<file path="config.mk">
export PLATFORM = sky130hd
export DESIGN_NAME = branch_resolver
export DESIGN_NICKNAME = d
export VERILOG_FILES = /design/src/rtl/branch_resolver.sv
export SDC_FILE = /design/constraint.sdc
export NUM_CORES = 1
export LEC_CHECK = 0
export BUFFER_PORTS_ARGS = -buffer_cell sky130_fd_sc_hd__buf_2
export CAP_MARGIN = 20
export CORE_MARGIN = 4
export CORE_UTILIZATION = 58
export DETAILED_ROUTE_END_ITERATION = 12
export GPL_TIMING_DRIVEN = 0
export PLACE_DENSITY = 0.95
export SETUP_SLACK_MARGIN = 0.02
export SYNTH_ARGS = -nofsm -noshare
export SYNTH_HDL_FRONTEND = slang
export SYNTH_SLANG_ARGS = --single-unit
</file>
<file path="constraint.sdc">
create_clock -name clk -period 4.54 [get_ports clk]
set_input_delay 0.227 -clock clk [delete_from_list [all_inputs] [get_ports clk]]
set_output_delay 0.227 -clock clk [all_outputs]
set_load 0.02 [all_outputs]
</file>
<file path="src/rtl/branch_resolver.sv">
module branch_resolver #(
  parameter int PC_W  = 16,
  parameter int OFF_W = 7
) (
  input  logic             clk,
  input  logic             rst_n,
  input  logic             instr_valid,
  input  logic [3:0]       cond_sel,
  input  logic [OFF_W-1:0] offset,
  input  logic             flag_c,
  input  logic             flag_z,
  input  logic             flag_n,
  input  logic             flag_v,
  input  logic             flag_u,
  input  logic             flag_e,
  input  logic             unsigned_alias_en,
  input  logic             loop_active,
  input  logic [PC_W-1:0]  loop_end,
  input  logic             repeat_active,
  output logic [PC_W-1:0]  pc,
  output logic [PC_W-1:0]  next_pc,
  output logic             taken,
  output logic             illegal
);
  localparam int EXT_W = PC_W - OFF_W;

  logic cond_true;
  logic bad;

  wire [PC_W-1:0] seq_pc  = pc + PC_W'(1);
  wire [PC_W-1:0] off_ext = {{EXT_W{offset[OFF_W-1]}}, offset};
  wire [PC_W-1:0] tgt_pc  = seq_pc + off_ext;
  wire            nxv     = flag_n ^ flag_v;
  wire            norm    = flag_z | (~flag_u & ~flag_e);

  always_comb begin
    case (cond_sel)
      4'd0:    cond_true = ~flag_c;
      4'd1:    cond_true = flag_c;
      4'd2:    cond_true = flag_z;
      4'd3:    cond_true = ~flag_z;
      4'd4:    cond_true = ~nxv;
      4'd5:    cond_true = nxv;
      4'd6:    cond_true = ~(flag_z | nxv);
      4'd7:    cond_true = flag_z | nxv;
      4'd8:    cond_true = ~(flag_c | flag_z);
      4'd9:    cond_true = flag_c | flag_z;
      4'd10:   cond_true = ~norm;
      4'd11:   cond_true = norm;
      default: cond_true = 1'b0;
    endcase
  end

  wire sel_bad   = cond_sel > 4'd11;
  wire alias_bad = (cond_sel == 4'd8 || cond_sel == 4'd9) && !unsigned_alias_en;
  wire loop_bad  = loop_active && (pc == loop_end || pc == loop_end - PC_W'(1));

  assign bad     = sel_bad | alias_bad | loop_bad | repeat_active;
  assign illegal = instr_valid & bad;
  assign taken   = instr_valid & cond_true & ~bad;
  assign next_pc = (cond_true & ~bad) ? tgt_pc : seq_pc;

  always_ff @(posedge clk) begin
    if (!rst_n)           pc <= '0;
    else if (instr_valid) pc <= next_pc;
  end
endmodule

</file>
* After elaboration in Yosys (flattened, before gate mapping)
Index checks and enable logic that the tools add are counted.
Storage, ports and cells: output and inout bits 34, register bits 16
Operators by class: $add $sub $neg 3, reductions and logical operators 6, muxes and demuxes 2, $lt $le $gt $ge 1, equality and inequality tests 13, bitwise operators 21
Operator list (count):
- $eq A16 B16 Y1 | 2
- $add A16 B1 Y16 const B | 1
- $add A16 B16 Y16 | 1
- $eq A4 B3 Y1 const B | 4
- $eq A4 B4 Y1 const B | 4
- $mux W16 | 1
- $sub A16 B1 Y16 const B | 1
- $pmux W1 S12 | 1
- $not A1 Y1 | 9
- $eq A4 B2 Y1 const B | 2
- $or A1 B1 Y1 | 6
- $and A1 B1 Y1 | 5
- $eq A4 B1 Y1 const B | 1
- $gt A4 B4 Y1 const B | 1
- $logic_not A4 Y1 | 1
- $logic_and A1 B1 Y1 | 2
- $logic_or A1 B1 Y1 | 2
- $logic_not A1 Y1 | 1
- $xor A1 B1 Y1 | 1

* Longest topological paths before layout
word-level depth 9, gate-level depth with buffers 14, depth with buffers taken out 14

* Worst setup path after synthesis
No wires, ideal clock.
path kind reg-to-output, start register pc[0], end output next_pc[15], buffers on the path 0, stages on the path, launching flop included 14, slack 1121 ps, required time 4313 ps, arrival time 3192 ps, path through dfxtp_1 ha_1 and3_1 nand3_1 xnor2_1 ha_1 a21o_1 a21oi_1 a2bb2oi_1 o31ai_1 o221ai_1 xor2_1 nor2_1 xnor2_1
On the way: word-level cells in the longest chain between the ends 8
RTL lines:
- from (decl) | line 20 | output logic [PC_W-1:0] pc,
- from (signal assigned) | line 65 | else if (instr_valid) pc <= next_pc;
- branches (longest 7 deep; another with $add A16 B1 Y16)
- $mux W16 * | line 61 | assign next_pc = (cond_true & ~bad) ? tgt_pc : seq_pc;
- to (decl) | line 21 | output logic [PC_W-1:0] next_pc,
Mark *: on every way between the ends.

* Worst setup path after layout
Ends and elaborated chain as after synthesis.

==> results.cfg <==
[logic_synthesis]
syn_inst = 339
synth-compound-area-share_pct = 27.9
synthSimpleGateAreaFrac_pct = 21.3
yosysSeqAreaShare_pct = 12.4
yosysUniqueCellTypes = 62
ys_warn_count = 0
synth-edff-count = 0
dominantRegCellSynth = dfxtp_1
avgSynthCellArea_um2 = 7.60
netlist_area_um2 = 2580
synth-xor-area-share_pct = 17.5
muxShareOfSynthArea_pct = 6.07
synthAdderAreaFrac_pct = 9.03
synth.net_count = 396
synth_top_family_by_area = compound AO/OA/AOI/OAI gates
synth_async_sr_flop_share_pct = 0
ys_ff_latch = 16

[final_layout]
top_register = pc
top_regs = pc x16
largest_reg_flops = 16
final_cells = 462
syn_to_final_growth_pct = 18.0
layout.nets = 470
layout-drive-gt1-share_pct = 25.5
diodes = 0
fillCellCount = 345

[pwr]
ir_worst_vdd_mv = 0.222
cellPowerDensity_nw_per_um2 = 242
p_leak_nw = 1.39

[grt]
overflow = 0
gr-usage-all-layers_pct = 26.2
antenna_found_initial = 0
grt_pass1_wl_um = 11600
grt_pass1_vias = 2516
grt_max_degree = 11

[routing]
vias_per_cell = 6.29
wl_per_cell_um = 16.2
vias = 2907
ant_nets = 0
firstDrtPassIters = 6
drt-total-wl_um = 7470
drt_iter0_drc = 283
drc_errors = 0

[clocking]
post-cts-setup-buffers = 0
htreeDepth = 1
root_buffer = clkbuf_8
cts_tree = yes
clkSinkCount = 16
clk_latency_ns = 0.26
holdBufCountCts = 0
cts.repair.resized = 0
clk_path_buf_depth = 2
numCtsBuffers = 3
path_clk_slew_ns = 0.07

[critical_path]
regToRegSetupSlack_ns = 0.83
start_kind = flip-flop
worstSetupEndpointType = output pin
critPathKind = reg2out
path_max_fanout = 8
cp.required_ns = 4.31
crit_end = next_pc[15]
startpoint = pc[0]$_SDFFE_PN0P_
reg2reg_depth = 12
worstReg2RegEnd = pc[13]$_SDFFE_PN0P_
rr_startpoint = pc[0]$_SDFFE_PN0P_
arrival_ns = 3.94

[die]
die_h_um = 74.7
io_pins = 73
rows = 23
dieArea_um2 = 5570
start_util_pct = 62.2
die_w_um = 74.7
core_area_um2 = 4140

[sta]
clock_skew_ns = 0.00107
setup_viol = 0
max_freq_mhz = 240
finalHoldViolations = 0
worstMarginPinSlew_ns = 0.883
slew_headroom_pct = 40.6
min_period_ns = 4.17
rsz0062_at_grt = false
setup_tns_ns = 0
final-max-slew-violation-count = 0
period_share_pct = 91.9

[place]
placed_cells = 458
place_congestion = 0.938
portBuffers = 69
dpl.hpwl_um = 5930

[job]
cap_viol_max_count = 0

[worst_hold_path]
min_path_type = in2reg

[run_status]
status = complete, no violations
-- how the worst min path moves through the flow --
stage                                endpoint  depth (start not counted)           startpoint  slack (ns)
after floorplan            pc[0]$_SDFFE_PN0P_                          2          instr_valid        0.45
after global placement    pc[15]$_SDFFE_PN0P_                          2  pc[15]$_SDFFE_PN0P_        0.61
after detailed placement  pc[15]$_SDFFE_PN0P_                          2  pc[15]$_SDFFE_PN0P_        0.62
after CTS                  pc[0]$_SDFFE_PN0P_                          3          instr_valid        0.36
after global routing       pc[0]$_SDFFE_PN0P_                          3          instr_valid        0.36
final                      pc[0]$_SDFFE_PN0P_                          3          instr_valid        0.37
-- critical path, cell delays in order, from the launching register on --
cell and delay (ns):
dfxtp_1 0.48, ha_1 0.28, and3_1 0.28, xor2_1 0.25, ha_1 0.32, a21oi_1 0.36, nand2_1 0.10, o21ai_0 0.51
o31ai_1 0.18, o221ai_1 0.23, xor2_1 0.27, nor2_1 0.09, xnor2_1 0.15, buf_2 0.18
-- cells by family (layout without fill, tap and decap cells) --
logic type	Yosys count	after routing
DFF	16	16
AOI/OAI and AO/OA	99	99
xor gates and xnor gates	50	50
muxes	14	14
adders and majority gates	18	18
and+or+nand+nor	106	106
buffers and inverters	36	109
-- synthesized netlist by cell type (2+ instances only) --
cell | count | area share, %
a211oi_1 | 4 | 1.2
a21o_1 | 5 | 1.5
a21oi_1 | 21 | 4.1
a31oi_1 | 2 | 0.49
a32oi_1 | 3 | 1.0
and3_1 | 7 | 1.7
buf_2 | 4 | 0.78
clkbuf_1 | 11 | 1.6
dfxtp_1 | 16 | 12
ha_1 | 17 | 8.3
inv_1 | 19 | 2.8
mux2_2 | 9 | 3.9
mux2i_1 | 4 | 1.6
nand2_1 | 17 | 2.5
nand2b_1 | 3 | 0.73
nand3_1 | 17 | 3.3
nand4_1 | 6 | 1.5
nand4b_1 | 2 | 0.68
nor2_1 | 28 | 4.1
nor2b_1 | 2 | 0.49
nor3_1 | 8 | 1.6
nor4_1 | 5 | 1.2
o21ai_0 | 21 | 4.1
o21ba_2 | 9 | 3.5
o21bai_1 | 5 | 1.5
o221ai_1 | 2 | 0.68
o311ai_0 | 4 | 1.4
o31ai_1 | 4 | 1.2
o32ai_1 | 2 | 0.68
o41ai_2 | 2 | 1.3
or4_1 | 2 | 0.58
xnor2_1 | 34 | 12
xor2_1 | 15 | 5.1
-- power by group --
| group | switching (W) | internal [W] |
|---|---|---|
| Sequential | 0.0000202 | 0.000153 |
| Clock | 0.0000574 | 0.0000773 |
| Combinational | 0.000251 | 0.000176 |
-- area by class of cell --
class	instances	area (µm²)	area share [%]
plain buffers	16	72.6	2.39
inverters	20	75.1	2.47
multi-input cells	287	2110	69.4
flip-flops and latches	16	320	10.5
repair buffers	69	345	11.4
well taps	50	62.6	2.06
clock buffers	4	55.1	1.81
-- stage by stage --
step                setup WS [ns]  power [W]  util, %  hold slack, ns  area [µm²]
global route                0.191   0.000779     73.4           0.365        3040
CTS                         0.488   0.000728     73.4           0.364        3040
detailed placement          0.773   0.000596     72.0           0.616        2990
floorplan                    1.12   0.000474        -           0.450        2580
finish                      0.370   0.000736     73.4           0.368        3040
global placement            0.871   0.000580     72.0           0.608        2990
-- cells in the final DEF, fill, tap and decap left out, types with 2 or more instances in the layout --
cell,netlist,layout
a211oi_1,4,4
a21o_1,5,5
a21oi_1,21,21
a31oi_1,2,2
a32oi_1,3,3
and3_1,7,7
buf_2,4,73
clkbuf_1,11,11
clkbuf_8,0,4
dfxtp_1,16,16
ha_1,17,17
inv_1,19,19
mux2_2,9,9
mux2i_1,4,4
nand2_1,17,17
nand2b_1,3,3
nand3_1,17,17
nand4_1,6,6
nand4b_1,2,2
nor2_1,28,28
nor2b_1,2,2
nor3_1,8,8
nor4_1,5,5
o21ai_0,21,21
o21ba_2,9,9
o21bai_1,5,5
o221ai_1,2,2
o311ai_0,4,4
o31ai_1,4,4
o32ai_1,2,2
o41ai_2,2,2
or4_1,2,2
xnor2_1,34,34
xor2_1,15,15
-- per-layer routing --
| layer | track usage [%] | wire (µm) | vias up |
|---|---|---|---|
| li1 | - | - | 1399 |
| met1 | 35.1 | 3100 | 1324 |
| met3 | 4.41 | 737 | 16 |
| met5 | 0 | 0 | - |
| met4 | 4.74 | 119 | 0 |
| met2 | 44.8 | 3510 | 168 |
Power figures use the tool's default switching activity.
